[config.mk]
export PLATFORM = sky130hd
export DESIGN_NAME = peak_capture_start
export DESIGN_NICKNAME = d
export VERILOG_FILES = /design/src/rtl/pcs_pkg.sv /design/src/rtl/pcs_peak_tracker.sv /design/src/rtl/pcs_addr_ctr.sv /design/src/rtl/peak_capture_start.sv
export SDC_FILE = /design/constraint.sdc
export NUM_CORES = 1
export LEC_CHECK = 0
export BUFFER_PORTS_ARGS = -buffer_cell sky130_fd_sc_hd__buf_2
export CAP_MARGIN = 20
export CORE_ASPECT_RATIO = 1.4
export CORE_UTILIZATION = 35
export CTS_CLUSTER_DIAMETER = 60
export DETAILED_ROUTE_END_ITERATION = 8
export PLACE_DENSITY = 0.64
export SLEW_MARGIN = 20
export SYNTH_ARGS = -nofsm -noshare
export SYNTH_HDL_FRONTEND = slang
export SYNTH_SLANG_ARGS = --single-unit
[constraint.sdc]
create_clock -name clk -period 4.5 [get_ports clk]
set_input_delay 0.9 -clock clk [delete_from_list [all_inputs] [get_ports clk]]
set_output_delay 0.9 -clock clk [all_outputs]
set_load 0.02 [all_outputs]
[src/rtl/pcs_pkg.sv]
package pcs_pkg;

   typedef enum logic [1:0] {
      ST_IDLE = 2'd0,
      ST_FILL = 2'd1,
      ST_HUNT = 2'd2,
      ST_CAPT = 2'd3
   } pcs_state_e;

   function automatic int pcs_min(input int a, input int b);
      return (a < b) ? a : b;
   endfunction

endpackage

[src/rtl/pcs_peak_tracker.sv]
module pcs_peak_tracker #(
   parameter int SMP_W  = 8,
   parameter int THRESH = 168,
   parameter int TOL    = 5
) (
   input  logic             clk,
   input  logic             rst_n,
   input  logic             clr_i,
   input  logic             en_i,
   input  logic [SMP_W-1:0] smp_i,
   output logic [SMP_W-1:0] peak_o,
   output logic             fire_o
);
   localparam int DW = SMP_W + 2;

   logic [SMP_W-1:0] peak_q;
   logic             high_q;
   logic signed [DW-1:0] smp_s;
   logic signed [DW-1:0] floor_s;
   logic             above;
   logic             upd;

   initial begin
      if (THRESH < 0 || THRESH >= (1 << SMP_W))
         $error("pcs_peak_tracker: THRESH outside sample range");
      if (TOL < 0 || TOL >= (1 << SMP_W))
         $error("pcs_peak_tracker: TOL outside sample range");
   end

   always_comb begin
      smp_s   = $signed({2'b00, smp_i});
      floor_s = $signed({2'b00, peak_q}) - $signed(DW'(TOL));
      above   = smp_i > SMP_W'(THRESH);
      upd     = en_i && above && (smp_i > peak_q);
      fire_o  = en_i && high_q && (smp_s < floor_s);
   end

   always_ff @(posedge clk or negedge rst_n) begin
      if (!rst_n) begin
         peak_q <= '0;
         high_q <= 1'b0;
      end else if (clr_i) begin
         peak_q <= '0;
         high_q <= 1'b0;
      end else if (upd) begin
         peak_q <= smp_i;
         high_q <= 1'b1;
      end
   end

   assign peak_o = peak_q;

   AST_PEAK_RISES: assert property (@(posedge clk) disable iff (!rst_n)
      (high_q && !clr_i) |=> (peak_q >= $past(peak_q)));

endmodule

[src/rtl/pcs_addr_ctr.sv]
module pcs_addr_ctr #(
   parameter int CAP = 24,
   parameter int AW  = 5
) (
   input  logic          clk,
   input  logic          rst_n,
   input  logic          clr_i,
   input  logic          inc_i,
   output logic [AW-1:0] cnt_o,
   output logic          last_o
);
   localparam logic [AW-1:0] LAST = AW'(CAP - 1);

   logic [AW-1:0] cnt_q;

   initial begin
      if (CAP < 2) $error("pcs_addr_ctr: CAP must be at least 2");
      if ((1 << AW) < CAP) $error("pcs_addr_ctr: AW too narrow for CAP");
   end

   always_ff @(posedge clk or negedge rst_n) begin
      if (!rst_n)                   cnt_q <= '0;
      else if (clr_i)               cnt_q <= '0;
      else if (inc_i && cnt_q != LAST) cnt_q <= cnt_q + AW'(1);
   end

   assign cnt_o  = cnt_q;
   assign last_o = (cnt_q == LAST);

endmodule

[src/rtl/peak_capture_start.sv]
module peak_capture_start
   import pcs_pkg::*;
#(
   parameter int SMP_W      = 8,
   parameter int THRESH     = 168,
   parameter int TOL        = 5,
   parameter int MAX_LEN    = 12000,
   parameter int BUF_DEPTH  = 16384,
   parameter bit PREFILL_EN = 1'b1,
   parameter int FILL_VAL   = 128,
   localparam int CAP       = pcs_min(MAX_LEN, BUF_DEPTH),
   localparam int AW        = (CAP > 1) ? $clog2(CAP) : 1
) (
   input  logic             clk,
   input  logic             rst_n,
   input  logic             arm_i,
   input  logic             smp_valid_i,
   input  logic [SMP_W-1:0] smp_i,
   output logic             wr_en_o,
   output logic [SMP_W-1:0] wr_data_o,
   output logic [AW-1:0]    wr_addr_o,
   output logic             done_o
);
   localparam logic [AW-1:0] LAST_ADDR = AW'(CAP - 1);

   pcs_state_e       state_q;
   pcs_state_e       arm_target;
   logic [SMP_W-1:0] pend_q;
   logic             pend_v_q;
   logic             trk_en;
   logic             fire;
   logic [SMP_W-1:0] peak;
   logic [AW-1:0]    cnt;
   logic             cnt_last;
   logic             cnt_clr;
   logic             cnt_inc;

   initial begin
      if (SMP_W < 2)  $error("peak_capture_start: SMP_W too small");
      if (CAP < 2)    $error("peak_capture_start: capture window must hold two entries");
      if (FILL_VAL < 0 || FILL_VAL >= (1 << SMP_W))
         $error("peak_capture_start: FILL_VAL outside sample range");
   end

   generate
      if (PREFILL_EN) begin : g_prefill
         assign arm_target = ST_FILL;
      end else begin : g_no_prefill
         assign arm_target = ST_HUNT;
      end
   endgenerate

   assign trk_en  = smp_valid_i && !arm_i && (state_q == ST_HUNT);
   assign cnt_clr = arm_i || ((state_q == ST_FILL) && cnt_last);
   assign cnt_inc = !arm_i && (((state_q == ST_FILL)) ||
                               ((state_q == ST_HUNT) && fire) ||
                               ((state_q == ST_CAPT) && pend_v_q));

   pcs_peak_tracker #(
      .SMP_W  (SMP_W),
      .THRESH (THRESH),
      .TOL    (TOL)
   ) u_track (
      .clk    (clk),
      .rst_n  (rst_n),
      .clr_i  (arm_i),
      .en_i   (trk_en),
      .smp_i  (smp_i),
      .peak_o (peak),
      .fire_o (fire)
   );

   pcs_addr_ctr #(
      .CAP (CAP),
      .AW  (AW)
   ) u_ctr (
      .clk    (clk),
      .rst_n  (rst_n),
      .clr_i  (cnt_clr),
      .inc_i  (cnt_inc),
      .cnt_o  (cnt),
      .last_o (cnt_last)
   );

   always_ff @(posedge clk or negedge rst_n) begin
      if (!rst_n) begin
         state_q   <= ST_IDLE;
         pend_q    <= '0;
         pend_v_q  <= 1'b0;
         wr_en_o   <= 1'b0;
         wr_data_o <= '0;
         wr_addr_o <= '0;
         done_o    <= 1'b0;
      end else begin
         wr_en_o <= 1'b0;
         done_o  <= 1'b0;
         if (arm_i) begin
            state_q  <= arm_target;
            pend_v_q <= 1'b0;
         end else begin
            case (state_q)
               ST_FILL: begin
                  wr_en_o   <= 1'b1;
                  wr_data_o <= SMP_W'(FILL_VAL);
                  wr_addr_o <= cnt;
                  if (cnt_last) state_q <= ST_HUNT;
               end
               ST_HUNT: begin
                  if (fire) begin
                     wr_en_o   <= 1'b1;
                     wr_data_o <= peak;
                     wr_addr_o <= cnt;
                     pend_q    <= smp_i;
                     pend_v_q  <= 1'b1;
                     state_q   <= ST_CAPT;
                  end
               end
               ST_CAPT: begin
                  pend_q   <= smp_i;
                  pend_v_q <= smp_valid_i;
                  if (pend_v_q) begin
                     wr_en_o   <= 1'b1;
                     wr_data_o <= pend_q;
                     wr_addr_o <= cnt;
                     if (cnt_last) begin
                        done_o   <= 1'b1;
                        pend_v_q <= 1'b0;
                        state_q  <= ST_IDLE;
                     end
                  end
               end
               default: begin
                  pend_v_q <= 1'b0;
               end
            endcase
         end
      end
   end

   AST_ADDR_IN_RANGE: assert property (@(posedge clk) disable iff (!rst_n)
      wr_en_o |-> (wr_addr_o <= LAST_ADDR));

   AST_DONE_ON_LAST: assert property (@(posedge clk) disable iff (!rst_n)
      done_o |-> (wr_en_o && wr_addr_o == LAST_ADDR));

   AST_DONE_PULSE: assert property (@(posedge clk) disable iff (!rst_n)
      done_o |=> !done_o);

   AST_FIRST_IS_HIGH: assert property (@(posedge clk) disable iff (!rst_n)
      (wr_en_o && state_q == ST_CAPT && wr_addr_o == '0)
         |-> (wr_data_o > SMP_W'(THRESH)));

endmodule

==> results.toml <==
[routing]
routed_wirelength_normalized_by_instance_count_um = 14.8
vias = 2506
vias_per_cell = 5.22
detail_route.drc_violations = 0
detail_route.iter0.violations = 103
drt_first_pass_iters = 4
ant_nets = 0
finalWirelength_mm = 7.08

[power]
share_of_total_power_in_sequential_cells_pct = 41.7
power_leakage_nw = 1.85
comb_power_share_pct = 7.2
power_density_nw_per_um2 = 359
clock_power_share_pct = 51.1
vdd_ir_drop_max_mv = 0.263
power.switching_w = 0.000317
internal_power_w = 0.00102
switching_share_pct = 23.8

[synth]
synth.net_count = 363
synth.yosys.seq_area_share_pct = 45.9
synth_edf_count = 0
synth_area_per_cell_um2 = 9.49
post_synth_main_area_contributors = "sky130_fd_sc_hd__dfrtp_1 46%, sky130_fd_sc_hd__nand2_1 9.9%, sky130_fd_sc_hd__ha_1 7.1%"
yosysMostFrequentCell = "sky130_fd_sc_hd__nand2_1"
synthesis.instances = 333
yosys_most_used_dff = "sky130_fd_sc_hd__dfrtp_1"
proportion_of_register_bits_with_asynchronous_set_or_reset_after_synthesis_pct = 100
yosys-top-cells-count = "83 x sky130_fd_sc_hd__nand2_1, 58 x sky130_fd_sc_hd__dfrtp_1, 18 x sky130_fd_sc_hd__ha_1, 16 x sky130_fd_sc_hd__o21ai_0"
synth_seq_cells = 58
synth_top_area_share_pct = 45.9
netlist_area_um2 = 3160
synth.largest_area_cell = "sky130_fd_sc_hd__dfrtp_1"
ys.warnings.count = 0
synth_cell_types = 50

[clocking]
post_cts.resized_instances = 0
cell_at_the_root_of_the_clock_tree = "sky130_fd_sc_hd__clkbuf_16"
cts.reportedPaths.clkPinSlew_ps = 50
numClockSinks = 58
htreeDepth = 3
post_cts_setup_inserts = 0
clock_tree.buffer_depth = 2
postCtsHoldBufs = 0
cts_bufs_inserted = 9
clkLatencyLatePin_ps = 330
tritoncts = "yes"

[cells_and_area]
finalInstanceArea_um2 = 3710
fraction_of_final_layout_cells_sized_beyond_drive_strength_1_pct = 20.0
num-nets-final = 400
num_antenna_cells = 0
finalNonFillerCells = 480
areaGrowthSynthToFinish_pct = 17.5

[setup_path]
required_ps = 4710
crit_path_end_kind = "flip-flop"
peak_fanout_along_the_critical_path = 8
crit-reg2reg-launch = "u_track.peak_o[4]"
crit_type = "reg -> reg"
worstPathCellList = "or4_4, nand2b_1, xnor2_1, ha_1, nor2b_1, o311ai_2, or2_1, nor2_1, o21a_1, mux2_4"
cp_slowest_cell = "sky130_fd_sc_hd__or4_4"
critical_path.startpoint_type = "flip-flop"
reg2reg_slack_ps = 1370
critical-path-max-stage-delay_ps = 550
reg2reg_to = "pend_q[0]"
ff_to_ff_path_depth = 10
crit_arrival_ps = 3340

[timing]
max_slew.worst_pin.slew_ps = 871
slew_violations = 0
finClkSkew_ps = 7.01
sum_neg_setup_slack_ps = 0
unrepaired_setup_endpoints_after_global_routing = "false"
fmax_mhz = 319
worst_slew_margin_rel_pct = 41.5
hold_viol = 0
report.final.setup_viol = 0
final.min_clock_period_ps = 3130
period_share_pct = 69.6

[grt]
largest_net_degree_at_the_start_of_global_routing = 59
met3_usage_in_global_routing_pct = 4.78
gr-total-overflow = 0
grt.met2_usage_pct = 28.0
grt_antenna_before_repair = 0
track_usage_pct = 17.0
busiest_layer_in_global_routing = "met2"
grt_util_met1_pct = 21.2
grt_pass1_wl_mm = 11.9
first_global_vias = 2430

[floorplan]
fp.dieW_um = 82.3
dieArea_um2 = 9420
initial_utilization_pct = 36.5
rows = 40
boundaryPins = 36
placeable_core_region_um2 = 8660
die_height_um = 114

[placed_design]
post-dp-hpwl_mm = 5.06
dp.cells = 464
place.gp.congestion = 0.893
number_of_i_o_port_buffers = 35
dpl-instance-area_um2 = 3420

[hold_path]
holdPathEnd = "wr_data_o[1]"
min_path_type = "reg -> reg"
min-delay-start = "wr_data_o[1]"
whs_path_depth = 2

[job]
timing.max_cap.violations = 0

[status]
result_of_the_run = "complete, no violations"
-- per-stage QoR --
stage / utilization [%] / hold WS [ps] / worst slack [ps] / total power, W
after global routing: 42.9 / 483 / 1220 / 0.00138
after floorplan: - / 459 / 1770 / 0.000620
final: 42.9 / 464 / 1370 / 0.00133
after detailed placement: 39.5 / 452 / 1320 / 0.000663
after CTS: 42.9 / 468 / 1370 / 0.00135
after global placement: 39.5 / 447 / 1370 / 0.000658
-- layout make-up --
cell class	count	area, um^2
clock buffer	11	243
clock inverter	5	53.8
fill	858	4940
inverter	15	56.3
multi-input combinational	248	1580
sequential	58	1450
tap	105	131
timing repair buffer	38	198
-- critical path, delay by kind of cell, from the launching register on --
family	cells	cell delay (ps)
AO/OA/AOI/OAI	2	590
XOR/XNOR	1	140
adder cells (fa/ha/maj)	1	190
flip-flops	1	410
multiplexers	1	340
AND/OR/NAND/NOR	5	1350
-- cells in the final DEF, fill, tap and decap left out, types with 3 or more instances in the layout --
| cell | instances |
|---|---|
| sky130_fd_sc_hd__mux2i_1 | 8 |
| sky130_fd_sc_hd__o31ai_1 | 7 |
| sky130_fd_sc_hd__mux2_2 | 5 |
| sky130_fd_sc_hd__nand2_1 | 83 |
| sky130_fd_sc_hd__buf_2 | 35 |
| sky130_fd_sc_hd__clkinv_2 | 3 |
| sky130_fd_sc_hd__nand3_1 | 14 |
| sky130_fd_sc_hd__a21oi_1 | 15 |
| sky130_fd_sc_hd__or4_1 | 6 |
| sky130_fd_sc_hd__ha_1 | 18 |
| sky130_fd_sc_hd__clkbuf_16 | 9 |
| sky130_fd_sc_hd__and3_1 | 5 |
| sky130_fd_sc_hd__mux2_4 | 8 |
| sky130_fd_sc_hd__nor2_1 | 15 |
| sky130_fd_sc_hd__nand4_1 | 3 |
| sky130_fd_sc_hd__o21ai_0 | 16 |
| sky130_fd_sc_hd__dfrtp_1 | 58 |
| sky130_fd_sc_hd__buf_4 | 3 |
| sky130_fd_sc_hd__xnor2_1 | 5 |
| sky130_fd_sc_hd__nor2b_1 | 6 |
| sky130_fd_sc_hd__inv_1 | 14 |
| sky130_fd_sc_hd__nor3_1 | 3 |
-- kinds of logic (layout without fill, tap and decap cells) --
logic type	count (synthesis)	in the layout	share of synthesized area, %
xor gates and xnor gates	6	6	1.66
muxes	21	21	8.12
buffers and inverters	27	69	4.08
and+or+nand+nor	146	146	21.2
adders and majority gates	18	18	7.13
AOI/OAI and AO/OA	57	57	11.9
DFF	58	58	45.9
-- power by group through the flow --
| stage | Sequential, W | Combinational [W] | Clock, W |
|---|---|---|---|
| 2_1_floorplan | 0.000568 | 0.0000516 | 0 |
| 3_3_place_gp | 0.000563 | 0.0000954 | 0 |
| 3_5_place_dp | 0.000564 | 0.0000983 | 0 |
| 4_1_cts | 0.000556 | 0.0000982 | 0.000694 |
| 5_1_grt | 0.000559 | 0.000110 | 0.000716 |
| 6_report | 0.000556 | 0.0000960 | 0.000682 |
-- per-layer routing --
layer	routed length (um)	part of all wire, %
met1	3220	46
met2	3510	50
met3	248	3.5
met4	101	1.4
met5	0	0
-- registers in the layout, summed over array words and instances, names as in the netlist --
register / flops
wr_data_o: 8
pend_q: 8
wr_en_o: 1
pend_v_q: 1
u_track.high_q: 1
u_ctr.cnt_o: 14
state_q: 2
wr_addr_o: 14
u_track.peak_o: 8
done_o: 1
-- how the worst max path moves through the flow --
stage	start	to	slack [ps]
after floorplan	u_track.peak_o[4]	pend_q[0]	1770
after global routing	u_track.peak_o[0]	pend_q[1]	1220
after global placement	smp_i[1]	u_track.peak_o[2]	1370
after detailed placement	smp_i[1]	u_track.peak_o[1]	1320
after CTS	u_track.peak_o[4]	pend_q[0]	1370
final	u_track.peak_o[4]	pend_q[0]	1370
No activity file was read; power rests on OpenSTA's default activity.
